## src/rtl/tdc_pkg.sv

```systemverilog
package tdc_pkg;
  typedef enum logic [1:0] {
    ST_IDLE = 2'd0,
    ST_SEEK = 2'd1,
    ST_RUN  = 2'd2
  } tdc_state_e;
endpackage

```

## src/rtl/tdc_lead_cnt.sv

```systemverilog
// Leading-zero count from MSB; returns W for an all-zero input.
module tdc_lead_cnt #(
  parameter int W  = 16,
  parameter int CW = $clog2(W + 1)
) (
  input  logic [W-1:0]  d_i,
  output logic [CW-1:0] cnt_o
);
  always_comb begin
    cnt_o = CW'(W);
    for (int i = 0; i < W; i++) begin
      if (d_i[i]) cnt_o = CW'(W - 1 - i);
    end
  end
endmodule

```

## src/rtl/tdc_coarse_ctr.sv

```systemverilog
module tdc_coarse_ctr #(
  parameter int CW = 16
) (
  input  logic          clk_i,
  input  logic          rst_ni,
  input  logic          clr_i,
  input  logic          inc_i,
  output logic [CW-1:0] cnt_o
);
  always_ff @(posedge clk_i or negedge rst_ni) begin
    if (!rst_ni)    cnt_o <= '0;
    else if (clr_i) cnt_o <= '0;
    else if (inc_i) cnt_o <= cnt_o + 1'b1;
  end
endmodule

```

## src/rtl/word_tdc.sv

```systemverilog
module word_tdc #(
  parameter int WORD_W    = 16,
  parameter int COARSE_W  = 16,
  parameter int MAX_WORDS = 4,
  localparam int FINE_W   = $clog2(WORD_W),
  localparam int WIDTH_W  = $clog2(MAX_WORDS * WORD_W + 1)
) (
  input  logic                clk_i,
  input  logic                rst_ni,
  input  logic                arm_i,
  input  logic                valid_i,
  input  logic [WORD_W-1:0]   word_i,
  output logic [COARSE_W-1:0] coarse_o,
  output logic [FINE_W-1:0]   fine_o,
  output logic [WIDTH_W-1:0]  width_o,
  output logic                overflow_o,
  output logic                result_valid_o
);
  import tdc_pkg::*;

  localparam int CNT_W  = $clog2(WORD_W + 1);
  localparam int RUNW_W = $clog2(MAX_WORDS + 1);
  localparam logic [CNT_W:0]    WORD_N = (CNT_W + 1)'(WORD_W);
  localparam logic [RUNW_W-1:0] RUN_MAX = RUNW_W'(MAX_WORDS);

  tdc_state_e              state_q;
  logic [COARSE_W-1:0]     coarse_q;
  logic [WIDTH_W-1:0]      width_acc_q;
  logic [RUNW_W-1:0]       run_words_q;

  logic                    take;
  logic                    seek;
  logic                    word_hit;
  logic [CNT_W-1:0]        lz;
  logic [CNT_W-1:0]        shamt;
  logic [WORD_W-1:0]       shifted;
  logic [CNT_W-1:0]        lo;
  logic                    ends;
  logic [WIDTH_W-1:0]      width_sum;
  logic [RUNW_W-1:0]       words_nx;
  logic                    ovf_now;
  logic                    finish;

  tdc_coarse_ctr #(.CW(COARSE_W)) i_coarse (
    .clk_i  (clk_i),
    .rst_ni (rst_ni),
    .clr_i  (arm_i),
    .inc_i  (take),
    .cnt_o  (coarse_q)
  );

  // leading edge position
  tdc_lead_cnt #(.W(WORD_W), .CW(CNT_W)) i_lead_zero (
    .d_i   (word_i),
    .cnt_o (lz)
  );

  // run of ones starting at the edge (or at MSB while running)
  tdc_lead_cnt #(.W(WORD_W), .CW(CNT_W)) i_lead_one (
    .d_i   (~shifted),
    .cnt_o (lo)
  );

  assign take     = valid_i && !arm_i;
  assign seek     = (state_q == ST_SEEK);
  assign word_hit = |word_i;
  assign shamt    = seek ? lz : '0;
  assign shifted  = word_i << shamt;
  assign ends     = ({1'b0, shamt} + {1'b0, lo}) < WORD_N;
  assign width_sum = (seek ? '0 : width_acc_q) + WIDTH_W'(lo);
  assign words_nx = seek ? RUNW_W'(1) : run_words_q + 1'b1;
  assign ovf_now  = !ends && (words_nx == RUN_MAX);
  assign finish   = take && ((seek && word_hit) || state_q == ST_RUN)
                    && (ends || ovf_now);

  always_ff @(posedge clk_i or negedge rst_ni) begin
    if (!rst_ni) begin
      state_q        <= ST_IDLE;
      width_acc_q    <= '0;
      run_words_q    <= '0;
      coarse_o       <= '0;
      fine_o         <= '0;
      width_o        <= '0;
      overflow_o     <= 1'b0;
      result_valid_o <= 1'b0;
    end else begin
      result_valid_o <= 1'b0;
      if (arm_i) begin
        state_q <= ST_SEEK;
      end else if (take && (state_q == ST_RUN || (seek && word_hit))) begin
        if (seek) begin
          coarse_o <= coarse_q;
          fine_o   <= lz[FINE_W-1:0];
        end
        if (finish) begin
          width_o        <= width_sum;
          overflow_o     <= ovf_now;
          result_valid_o <= 1'b1;
          state_q        <= ST_IDLE;
        end else begin
          width_acc_q <= width_sum;
          run_words_q <= words_nx;
          state_q     <= ST_RUN;
        end
      end
    end
  end
endmodule

```

## config.mk

```make
export PLATFORM = sky130hd
export DESIGN_NAME = word_tdc
export DESIGN_NICKNAME = d
export VERILOG_FILES = /design/src/rtl/tdc_pkg.sv /design/src/rtl/tdc_lead_cnt.sv /design/src/rtl/tdc_coarse_ctr.sv /design/src/rtl/word_tdc.sv
export SDC_FILE = /design/constraint.sdc
export NUM_CORES = 1
export LEC_CHECK = 0
export ABC_AREA = 1
export BUFFER_PORTS_ARGS = -buffer_cell sky130_fd_sc_hd__buf_4
export CAP_MARGIN = 30
export CORE_ASPECT_RATIO = 1.1
export CORE_MARGIN = 10
export CORE_UTILIZATION = 56
export CTS_CLUSTER_SIZE = 14
export DETAILED_ROUTE_END_ITERATION = 7
export GPL_ROUTABILITY_DRIVEN = 0
export HOLD_SLACK_MARGIN = 0.08
export PLACE_DENSITY = 0.84
export SYNTH_ARGS = -nofsm -noshare
export SYNTH_HDL_FRONTEND = slang
export SYNTH_SLANG_ARGS = --single-unit
```

## constraint.sdc

```tcl
create_clock -name clk_i -period 3.8 [get_ports clk_i]
set_input_delay 0.57 -clock clk_i [delete_from_list [all_inputs] [get_ports clk_i]]
set_output_delay 0.57 -clock clk_i [all_outputs]
set_load 0.02 [all_outputs]
```

Word-level counts from Yosys, hierarchy flattened

Index checks and enable logic that the tools add are counted.

Flip-flop bits (word level): 57
Logic and storage cells: 79

Add/subtract/negate cells: 4
Order comparisons: 1
Eq/ne operators: 3
Shift operators: 1
Muxes and demuxes: 43
Bitwise gates (word level): 3
Reductions and logical operators: 15

Operators by type and width:

| kind                                                                  | number |
|---|---|
| 5-bit two-way mux                                                     | 33 |
| 16-bit two-way mux                                                    | 2 |
| 16-bit by 1-bit adder with 16-bit output, second input constant       | 1 |
| 16-bit inverter                                                       | 1 |
| 16-bit OR reduction                                                   | 1 |
| 16-bit by 5-bit left shift with 16-bit output                         | 1 |
| 3-bit AND reduction                                                   | 3 |
| 7-bit by 5-bit adder with 7-bit output                                | 1 |
| 7-bit two-way mux                                                     | 1 |
| 5-bit by 5-bit adder with 6-bit output                                | 1 |
| 6-bit by 5-bit < comparator with 1-bit output, second input constant  | 1 |
| 2-bit two-way mux                                                     | 3 |
| 1-bit logical AND                                                     | 5 |
| 2-bit nonzero test                                                    | 2 |
| 3-bit by 1-bit adder with 3-bit output, second input constant         | 1 |
| 3-bit equality test, second input constant                            | 1 |
| 1-bit two-way mux                                                     | 3 |
| 3-bit two-way mux                                                     | 1 |
| 2-bit by 1-bit equality test with 1-bit output, second input constant | 1 |
| 2-bit equality test, second input constant                            | 1 |
| 1-bit logical NOT                                                     | 2 |
| 1-bit logical OR                                                      | 2 |
| 1-bit inverter                                                        | 2 |

Longest topological paths before layout

Gate-level depths: netlist of run 1.

Depth after elaboration: 44
Depth in mapped cells: 43
Gate-level depth less buffers: 42

Hierarchy

Synthesis of run 1 repeated with hierarchy kept, for this count alone.

Cell total of the unflattened synthesis: 660
Area, all modules: 4393.0 µm²

Modules (own cells, without submodules):

| module         | times used | cells each | area an instance (µm²) | seq. area each (µm²) |
|---|---|---|---|---|
| word_tdc       | 1          | 437        | 3066.7                 | 1026.0 |
| tdc_coarse_ctr | 1          | 129        | 923.4                  | 400.4 |
| tdc_lead_cnt   | 2          | 47         | 201.4                  | 0.0 |

Worst setup path after synthesis of run 1

No wires, ideal clock.

Path kind: input port to flip-flop
From: in word_i[1]
To: reg width_o[3]
Library setup time: 0.065 ns
Arrival: 3.692 ns
Slack: 0.042 ns
Stages on the path: 33
Path buffers: 2
Path through: inv_1 nand2_1 nand2_1 nand2_1 nand2_1 nand2_1 nand2_1 nand2_1 nand2_1 nand2_1 nand2_1 nand2_1 nand2_1 nand2_2 nand2_4 nand3_4 buf_6 buf_6 o211ai_2 nand3_1 nand2_1 nand2_1 nand4_2 nand2_2 nor2_4 nand3_1 nor3_1 ha_1 nor3_1 nand3_2 nand2_4 nand2_1 nand2_1

Cells in the longest elaborated chain, start to end: 41

RTL lines:

| element                                       | line               | text |
|---|---|---|
| start, declared                               | word_tdc.sv:12     | `input logic [WORD_W-1:0] word_i,` |
| 5-bit two-way mux (15 in a row)               | tdc_lead_cnt.sv:12 | `if (d_i[i]) cnt_o = CW'(W - 1 - i);` |
| 5-bit two-way mux                             | word_tdc.sv:67     | `assign shamt = seek ? lz : '0;` |
| 16-bit by 5-bit left shift with 16-bit output | word_tdc.sv:68     | `assign shifted = word_i << shamt;` |
| 16-bit inverter                               | word_tdc.sv:60     | `.d_i (~shifted),` |
| 5-bit two-way mux (16 in a row)               | tdc_lead_cnt.sv:12 |  |
| 5-bit by 5-bit adder with 6-bit output        | word_tdc.sv:69     | `assign ends = ({1'b0, shamt} + {1'b0, lo}) < WORD_N;` |
| 6-bit by 5-bit < comparator with 1-bit output | word_tdc.sv:69     |  |
| 1-bit logical NOT                             | word_tdc.sv:72     | `assign ovf_now = !ends && (words_nx == RUN_MAX);` |
| 1-bit logical AND                             | word_tdc.sv:72     |  |
| 1-bit logical OR                              | word_tdc.sv:74     | `&& (ends \|\| ovf_now);` |
| 1-bit logical AND                             | word_tdc.sv:74     |  |
| 3-bit AND reduction (no source line)          | n/a                |  |
| end signal, assigned                          | word_tdc.sv:96     | `width_o <= width_sum;` |
| end, declared                                 | word_tdc.sv:15     | `output logic [WIDTH_W-1:0] width_o,` |

Several ways; a longest one is shown, not always the timed one.
A chain may end at the register's enable or synchronous reset.

Worst setup path after layout of run 1

From: in word_i[1]
To: reg width_acc_q[6]

Cells in the longest elaborated chain, start to end: 42

RTL lines:

| element                                       | line               | text |
|---|---|---|
| 5-bit two-way mux (15 in a row)               | tdc_lead_cnt.sv:12 |  |
| 5-bit two-way mux                             | word_tdc.sv:67     |  |
| 16-bit by 5-bit left shift with 16-bit output | word_tdc.sv:68     |  |
| 16-bit inverter                               | word_tdc.sv:60     |  |
| 5-bit two-way mux (16 in a row)               | tdc_lead_cnt.sv:12 |  |
| 5-bit by 5-bit adder with 6-bit output        | word_tdc.sv:69     |  |
| 6-bit by 5-bit < comparator with 1-bit output | word_tdc.sv:69     |  |
| 1-bit logical NOT                             | word_tdc.sv:72     |  |
| 1-bit logical AND                             | word_tdc.sv:72     |  |
| 1-bit logical OR                              | word_tdc.sv:74     |  |
| 1-bit logical AND                             | word_tdc.sv:74     |  |
| 1-bit inverter (no source line)               | n/a                |  |
| 3-bit AND reduction (no source line)          | n/a                |  |
| end signal, assigned                          | word_tdc.sv:101    | `width_acc_q <= width_sum;` |
| end, declared                                 | word_tdc.sv:28     | `logic [WIDTH_W-1:0] width_acc_q;` |

Several ways; a longest one is shown, not always the timed one.

==> results.sh, run 1 <==
export IMPL_cts_made_buffers=9
export IMPL_power_leakage_nw=2.75
export IMPL_die_width_um=98.6
export IMPL_synth_fp_nets=584
export IMPL_layout_common_cells="nand2_1, buf_4, inv_1"
export IMPL_dp_cells=735
export IMPL_die_h_um=106
export IMPL_pwr_density_cell_nw_per_um2=295
export IMPL_io_buffers=48
export IMPL_setup_violations=18
export IMPL_drtAntennaViolNets=0
export IMPL_peakVddDrop_mv=0.338
export IMPL_cts_htree_levels=3
export IMPL_cts_buffer_depth=2
export IMPL_diodes=0
export IMPL_drc=0
export IMPL_r2r_start="state_q[1]"
export IMPL_end_kind="flip-flop"
export IMPL_clk_latency_ns=0.33
export IMPL_cp_start_kind="input port"
export IMPL_cpPeakStageDelay_ns=0.30
export IMPL_cp_arrival_ns=4.35
export IMPL_cp_slowest_cell="ha_1"
export IMPL_wl_per_cell_um=15.7
export IMPL_cts_root_buf="clkbuf_8"
export IMPL_nFillCells=454
export IMPL_ys_ff_latch=57
export IMPL_required_ns=4.06
export IMPL_dpl_hpwl_mm=7.98
export IMPL_worst_slack_ns=-0.291
export IMPL_cts_sinks=57
export IMPL_design_area_um2=5130
export IMPL_placed_area_um2=4670
export IMPL_final_cells=757
export IMPL_ff2ff_path_depth=22
export IMPL_cts_tree="yes"
export IMPL_max_slew_margin_pct=46.9
export IMPL_drt_total_wl_mm=11.9
export IMPL_core_um2=6590
export IMPL_hp_class="input port to async pin"
export IMPL_period_share_pct=108
export IMPL_rr_endpoint="width_acc_q[6]"
export IMPL_grt_first_pass_wirelength_mm=19.0
export IMPL_crit_path_end="width_acc_q[6]"
export IMPL_start_util_pct=57.8
export IMPL_syn_area_um2=3810
export IMPL_syn2layout_area_growth_pct=34.7
export IMPL_seqCellArea_um2=1430
export IMPL_fin_crit_ns=4.09
export IMPL_ys_top_cells_by_area="dfrtp_1, nand2_1, inv_1"
export IMPL_grt_max_degree=58
export IMPL_drv_cap=0
export IMPL_synth_top_area_share_pct=37.5
export IMPL_vias=4307
export IMPL_routed_via_density=5.69
export IMPL_ioPinCount=49
export IMPL_drive_gt1_share_pct=28.9
export IMPL_synth_top_cell_by_area="dfrtp_1"
export IMPL_dr_pass1_iters=5
export IMPL_num_rows=31
export IMPL_grt_pass1_vias=4168
export IMPL_report_final_slew_viol_count=0
export IMPL_whs_ns=0.278
export IMPL_ys_flop_type="dfrtp_1"
export IMPL_grt_overflow_total=0
export IMPL_worstMarginPinSlew_ns=0.793
export IMPL_grtUsageTotal_pct=21.1
export IMPL_synth_warnings=0
export IMPL_rsz0062_at_grt="yes"
export IMPL_die_area_um2=10500
export IMPL_violations="setup timing"
export IMPL_antenna_found_initial=0
export IMPL_max_freq_mhz=244
export IMPL_fin_nets=701
export IMPL_path_clk_slew_ns=0.06
export IMPL_cp_startpoint="word_i[1]"
export IMPL_async_reset_ff_share_pct=100
export IMPL_hold_viol=0
export IMPL_synth_edff_count=0
export IMPL_avgSynthCellArea_um2=6.87
export IMPL_multi_input_area_um2=2240
export IMPL_ys_seq_area_share_pct=37.5
export IMPL_final_common_cell="nand2_1"
export IMPL_clock_skew_ns=0.00477
export IMPL_ys_types=40
export IMPL_cpMostUsedCell="nand2_1"
export IMPL_status="finished, violations left"
export IMPL_reg2reg_slack_ns=0.09
export IMPL_cts_hold_buffers=0
export IMPL_criticalPathCategory="input port to flip-flop"
export IMPL_total_power_mw=1.51
export IMPL_crit_fanout=5
export IMPL_netlist_instances=554
export IMPL_dr_first_iter_drc_count=328
worst max-delay path: cells and delay by family:
family	cells	cell delay, ns
compound gates	2	0.37
fa+ha+maj	1	0.30
buf+inv	6	0.57
simple gates	31	2.53
cell type report:
cell class | instances | share of cell area [%]
Timing Repair Buffer | 119 | 17.8
Multi-Input combinational cell | 409 | 43.7
Clock buffer | 12 | 2.83
Tap cell | 82 | 2.00
Inverter | 75 | 5.54
Sequential cell | 57 | 27.8
Clock inverter | 3 | 0.341
state kept, by name (all words and copies together) (netlist names):
name and cells:
i_coarse.cnt_o 16, run_words_q 3, width_acc_q 7, coarse_o 16, overflow_o 1, result_valid_o 1, state_q 2, width_o 7
fine_o 4
Yosys cell counts (all sizes together) (3+ instances only):
library cell	number
dfrtp	57
o211ai	4
buf	6
inv	75
nand4	12
nand2	204
ha	9
clkbuf	9
a21oi	18
nor4	3
nand3	50
o21ai	40
nor3	10
nor2	38
per-stage QoR:
stage / utilization (%) / TNS, ns / setup WS, ns
finish: 77.8 / -1.23 / -0.291
global route: 77.8 / -5.80 / -0.549
CTS: 73.9 / -0.0240 / -0.0110
detailed placement: 70.9 / -8.19 / -0.574
global placement: 70.9 / -5.01 / -0.474
floorplan: - / 0 / 0.0424
layer usage:
metal  GRT usage [%]  wire, µm  vias up
met4            7.58       418        0
li1                -         -     2025
met3            3.89       765       47
met1            25.0      4670     2019
met5               0         0        -
met2            37.2      6000      216
repair_timing:
item,in CTS,in global routing
gates cloned,1,1
pin swaps,2,18
resized for setup,10,56
hold endpoints to repair,0,0
setup endpoints to repair,19,20
setup buffers,0,5
kinds of logic (layout without fill, tap and decap cells):
group | count (synthesis) | after routing | synth area share [%]
AND/OR/NAND/NOR | 318 | 320 | 36.7
buffers and inverters | 90 | 209 | 9.86
XOR/XNOR | 4 | 4 | 0.920
AO/OA/AOI/OAI | 75 | 75 | 11.6
flip-flops | 57 | 57 | 37.5
adder cells (fa/ha/maj) | 10 | 10 | 3.48
worst min path at each step:
stage / start / end / slack [ns]
floorplan: rst_ni / coarse_o[0] / 0.27
global placement: width_acc_q[0] / width_acc_q[0] / 0.46
detailed placement: width_acc_q[2] / width_acc_q[2] / 0.46
CTS: rst_ni / coarse_o[8] / 0.30
global route: rst_ni / coarse_o[6] / 0.32
finish: rst_ni / coarse_o[8] / 0.28
power by group:
group	total [mW]	internal (mW)	switching (mW)	leakage (nW)
Clock	0.473	0.248	0.225	0.0822
Sequential	0.635	0.624	0.0109	0.785
Combinational	0.406	0.164	0.241	1.88
(Power assumes the default switching activity.)
==> run 2, diff against run 1 <==
CORE_UTILIZATION = 55   (was 56)
PLACE_DENSITY = 0.82   (was 0.84)
SKIP_CTS_REPAIR_TIMING = 1   (was not set)
==> results.sh, run 2 (same netlist as run 1, synthesis figures left out) <==
export IMPL_status="finished, violations left"
export IMPL_violations="setup timing"
export IMPL_cts_buffer_depth=2
export IMPL_wl_per_cell_um=15.4
export IMPL_start_util_pct=57.1
export IMPL_max_freq_mhz=260
export IMPL_die_area_um2=10700
export IMPL_total_power_mw=1.64
export IMPL_die_width_um=99.3
export IMPL_dr_pass1_iters=5
export IMPL_rsz0062_at_grt="yes"
export IMPL_antenna_found_initial=0
export IMPL_grt_max_degree=58
export IMPL_dr_first_iter_drc_count=339
export IMPL_drc=0
export IMPL_drive_gt1_share_pct=28.3
export IMPL_dpl_hpwl_mm=8.03
export IMPL_clk_latency_ns=0.34
export IMPL_grtUsageTotal_pct=20.5
export IMPL_design_area_um2=5140
export IMPL_use_met1_pct=23.1
export IMPL_hp_class="input port to async pin"
export IMPL_ff2ff_path_depth=24
export IMPL_top_regs="coarse_o: 16 flops, i_coarse.cnt_o: 16 flops"
export IMPL_layout_common_cells="nand2_1, buf_4, inv_1"
export IMPL_grt_busiest_layer="met2"
export IMPL_crit_fanout=7
export IMPL_r2r_start="state_q[1]"
export IMPL_drv_cap=0
export IMPL_report_final_slew_viol_count=0
export IMPL_cp_arrival_ns=4.07
export IMPL_cts_htree_levels=3
export IMPL_setup_violations=8
export IMPL_required_ns=4.04
export IMPL_vias=4295
export IMPL_placed_area_um2=4660
export IMPL_cts_made_buffers=9
export IMPL_pwr_density_cell_nw_per_um2=319
export IMPL_diodes=0
export IMPL_rr_endpoint="width_acc_q[3]"
export IMPL_drtAntennaViolNets=0
export IMPL_hold_viol=0
export IMPL_gr_usage_met2_pct=35.1
export IMPL_reg2reg_slack_ns=0.28
export IMPL_routed_via_density=5.67
export IMPL_fin_nets=702
export IMPL_whs_ns=0.271
export IMPL_period_share_pct=101
export IMPL_syn2layout_area_growth_pct=34.9
export IMPL_peakVddDrop_mv=0.360
export IMPL_grt_pass1_vias=4110
export IMPL_max_slew_margin_pct=46.3
export IMPL_num_rows=31
export IMPL_end_kind="flip-flop"
export IMPL_worstMarginPinSlew_ns=0.803
export IMPL_clock_skew_ns=0.00733
export IMPL_drt_total_wl_mm=11.7
export IMPL_cts_tree="yes"
export IMPL_die_h_um=107
export IMPL_tns_ns=-0.236
export IMPL_worst_slack_ns=-0.0389
export IMPL_power_leakage_nw=2.74
export IMPL_path_clk_slew_ns=0.06
export IMPL_criticalPathCategory="input port to flip-flop"
export IMPL_cts_sinks=57
export IMPL_grt_first_pass_wirelength_mm=18.4
export IMPL_fin_util_pct=77.0
export IMPL_fin_crit_ns=3.84
export IMPL_cp_start_kind="input port"
export IMPL_final_common_cell="nand2_1"
export IMPL_core_um2=6670
export IMPL_ioPinCount=49
export IMPL_cts_root_buf="clkbuf_8"
export IMPL_grt_use_met3_pct=4.95
export IMPL_grt_overflow_total=0
export IMPL_io_buffers=48
-- run 2: critical path: stages --
cell and delay [ns]:
buf_6 0.10, buf_4 0.12, nor2_1 0.14, inv_1 0.06, nor3_1 0.22, nor2_1 0.09
o211ai_1 0.25, nor2_1 0.10, inv_1 0.18, buf_4 0.18, nand2_1 0.07, nand2_1 0.08
inv_1 0.04, nor2_1 0.11, nor2_2 0.06, inv_1 0.08, nand2_2 0.08, nor2_4 0.09
nand3_1 0.11, nor3_2 0.14, buf_4 0.15, ha_1 0.26, nor3_4 0.26, buf_4 0.17
nand2_4 0.08, buf_12 0.15, nand3_1 0.07, nand2_1 0.07
-- run 2: layout make-up --
class | count | area, µm²
clock inverter | 4 | 70.1
timing repair buffer | 120 | 925
tap | 82 | 103
sequential | 57 | 1430
clock buffer | 10 | 128
fill | 438 | 1540
multi-input combinational | 409 | 2200
inverter | 75 | 282
-- run 2: worst max-delay path by stage --
stage / from / end / cells after the start
2_1_floorplan: word_i[1] / width_o[3] / 33
3_3_place_gp: word_i[1] / run_words_q[1] / 37
3_5_place_dp: word_i[1] / width_acc_q[4] / 40
4_1_cts: word_i[1] / width_acc_q[4] / 40
5_1_grt: word_i[1] / width_acc_q[2] / 38
6_report: word_i[1] / width_acc_q[3] / 28
-- run 2: layer usage --
layer	up-vias	share of wire [%]
li1	2029	-
met1	1998	38
met2	225	50
met3	43	8.1
met4	0	3.3
met5	-	0
-- run 2: through the flow --
stage          setup slack, ns  instances
2_1_floorplan           0.0424        554
3_3_place_gp            -0.324        732
3_5_place_dp            -0.550        732
4_1_cts                 -0.244        746
5_1_grt                 -0.397        757
6_report               -0.0389        757
-- run 2: where the power goes --
group          internal, mW  switching [mW]
registers             0.624          0.0131
clock network         0.359           0.232
logic                 0.166           0.244
==> run 3, diff against run 2 <==
clock period = 4.15 ns   (was 3.8 ns; I/O delays follow)
==> results.sh, run 3 (same netlist as run 1, synthesis figures left out) <==
export IMPL_cts_root_buf="clkbuf_8"
export IMPL_max_freq_mhz=259
export IMPL_routed_via_density=5.55
export IMPL_cp_start_kind="input port"
export IMPL_crit_fanout=7
export IMPL_grt_max_degree=58
export IMPL_required_ns=4.43
export IMPL_drtAntennaViolNets=0
export IMPL_dr_pass1_iters=5
export IMPL_syn2layout_area_growth_pct=27.5
export IMPL_dr_first_iter_drc_count=277
export IMPL_hp_class="input port to async pin"
export IMPL_criticalPathCategory="input port to flip-flop"
export IMPL_peakVddDrop_mv=0.312
export IMPL_drt_met1_wl_mm=4.38
export IMPL_swShare_pct=31.9
export IMPL_max_slew_margin_pct=44.8
export IMPL_comb_power_share_pct=24.9
export IMPL_final_common_cell="nand2_1"
export IMPL_layout_common_cells="nand2_1, buf_4, inv_1"
export IMPL_nFillCells=534
export IMPL_grt_pass1_vias=3764
export IMPL_top_layer="met4"
export IMPL_num_rows=31
export IMPL_cts_htree_levels=3
export IMPL_antenna_found_initial=0
export IMPL_cpMostUsedCell="nand2_1"
export IMPL_grt_overflow_total=0
export IMPL_cts_tree="yes"
export IMPL_die_area_um2=10700
export IMPL_wl_met2_mm=5.17
export IMPL_worstMarginPinSlew_ns=0.825
export IMPL_drive_gt1_share_pct=23.9
export IMPL_end_kind="flip-flop"
export IMPL_diodes=0
export IMPL_wl_per_cell_um=14.5
export IMPL_pwr_share_clk_pct=33.6
export IMPL_grtUsageTotal_pct=19.4
export IMPL_clock_skew_ns=0.00842
export IMPL_dpl_hpwl_mm=7.77
export IMPL_cpPeakStageDelay_ns=0.34
export IMPL_start_util_pct=57.1
export IMPL_report_final_slew_viol_count=0
export IMPL_wl_met3_um=688
export IMPL_hold_viol=0
export IMPL_cp_slowest_cell="fa_2"
export IMPL_p_int_mw=0.954
export IMPL_reg2reg_slack_ns=0.38
export IMPL_top_regs="coarse_o: 16 flops, i_coarse.cnt_o: 16 flops"
export IMPL_pwr_density_cell_nw_per_um2=289
export IMPL_rsz0062_at_grt="yes"
export IMPL_drv_cap=0
export IMPL_core_um2=6670
export IMPL_drc=0
export IMPL_setup_violations=0
export IMPL_cts_sinks=57
export IMPL_design_area_um2=4850
export IMPL_ioPinCount=49
export IMPL_io_buffers=48
export IMPL_cp_arrival_ns=4.14
export IMPL_drt_total_wl_mm=10.5
export IMPL_die_width_um=99.3
export IMPL_vias=4032
export IMPL_period_share_pct=93.0
export IMPL_power_leakage_nw=2.58
export IMPL_cts_made_buffers=9
export IMPL_status="complete, no violations"
export IMPL_grt_first_pass_wirelength_mm=17.4
export IMPL_fin_util_pct=72.8
export IMPL_fin_nets=669
export IMPL_placed_area_um2=4490
export IMPL_path_clk_slew_ns=0.07
export IMPL_fin_crit_ns=3.86
export IMPL_clk_latency_ns=0.35
export IMPL_die_h_um=107
export IMPL_p_switching_mw=0.447
export IMPL_seq_power_share_pct=41.5
export IMPL_cts_buffer_depth=2
## run 3: worst paths after layout
path | from | end | cells past startpoint
worst max-delay path | word_i[2] | width_acc_q[4] | 42
worst min-delay path | rst_ni | coarse_o[10] | 1
worst max register to register | state_q[1] | width_acc_q[4] | 29
worst min register to register | width_acc_q[2] | width_acc_q[2] | 2
max in group asynchronous | rst_ni | result_valid_o | 1
min in group clk_i | width_acc_q[2] | width_acc_q[2] | 2
## run 3: cell type report
| cell class | count | area [µm²] | share of cell area [%] |
|---|---|---|---|
| Sequential cell | 57 | 1430 | 29.4 |
| Multi-Input combinational cell | 408 | 2160 | 44.4 |
| Clock inverter | 5 | 30.0 | 0.619 |
| Timing Repair Buffer | 88 | 706 | 14.5 |
| Clock buffer | 11 | 151 | 3.12 |
| Inverter | 75 | 282 | 5.80 |
| Tap cell | 82 | 103 | 2.11 |
## run 3: routing by layer
metal / vias up / track usage, %
li1: 1966 / -
met1: 1900 / 22.8
met2: 141 / 32.8
met3: 25 / 4.50
met4: 0 / 8.81
met5: - / 0
## run 3: power by group through the flow
| stage | sequential [mW] | clock [mW] | combinational, mW |
|---|---|---|---|
| 2_1_floorplan | 0.607 | 0 | 0.174 |
| 3_3_place_gp | 0.591 | 0 | 0.313 |
| 3_5_place_dp | 0.592 | 0 | 0.321 |
| 4_1_cts | 0.582 | 0.476 | 0.323 |
| 5_1_grt | 0.583 | 0.500 | 0.386 |
| 6_report | 0.582 | 0.471 | 0.348 |
## run 3: stage by stage
step	hold WS (ns)	cells	setup slack (ns)	total power, mW	TNS [ns]
detailed placement	0.458	707	-0.230	0.914	-3.11
global placement	0.456	707	-0.0214	0.904	-0.0446
CTS	0.347	723	0.117	1.38	0
floorplan	0.327	554	0.340	0.780	0
finish	0.326	726	0.291	1.40	0
global route	0.375	726	-0.0875	1.47	-0.259
## run 3: critical path, delay by kind of cell
family / cells / cell delay (ns)
AOI/OAI and AO/OA: 1 / 0.14
xor gates and xnor gates: 1 / 0.18
adders and majority gates: 2 / 0.54
and+or+nand+nor: 33 / 2.19
buffers and inverters: 5 / 0.47
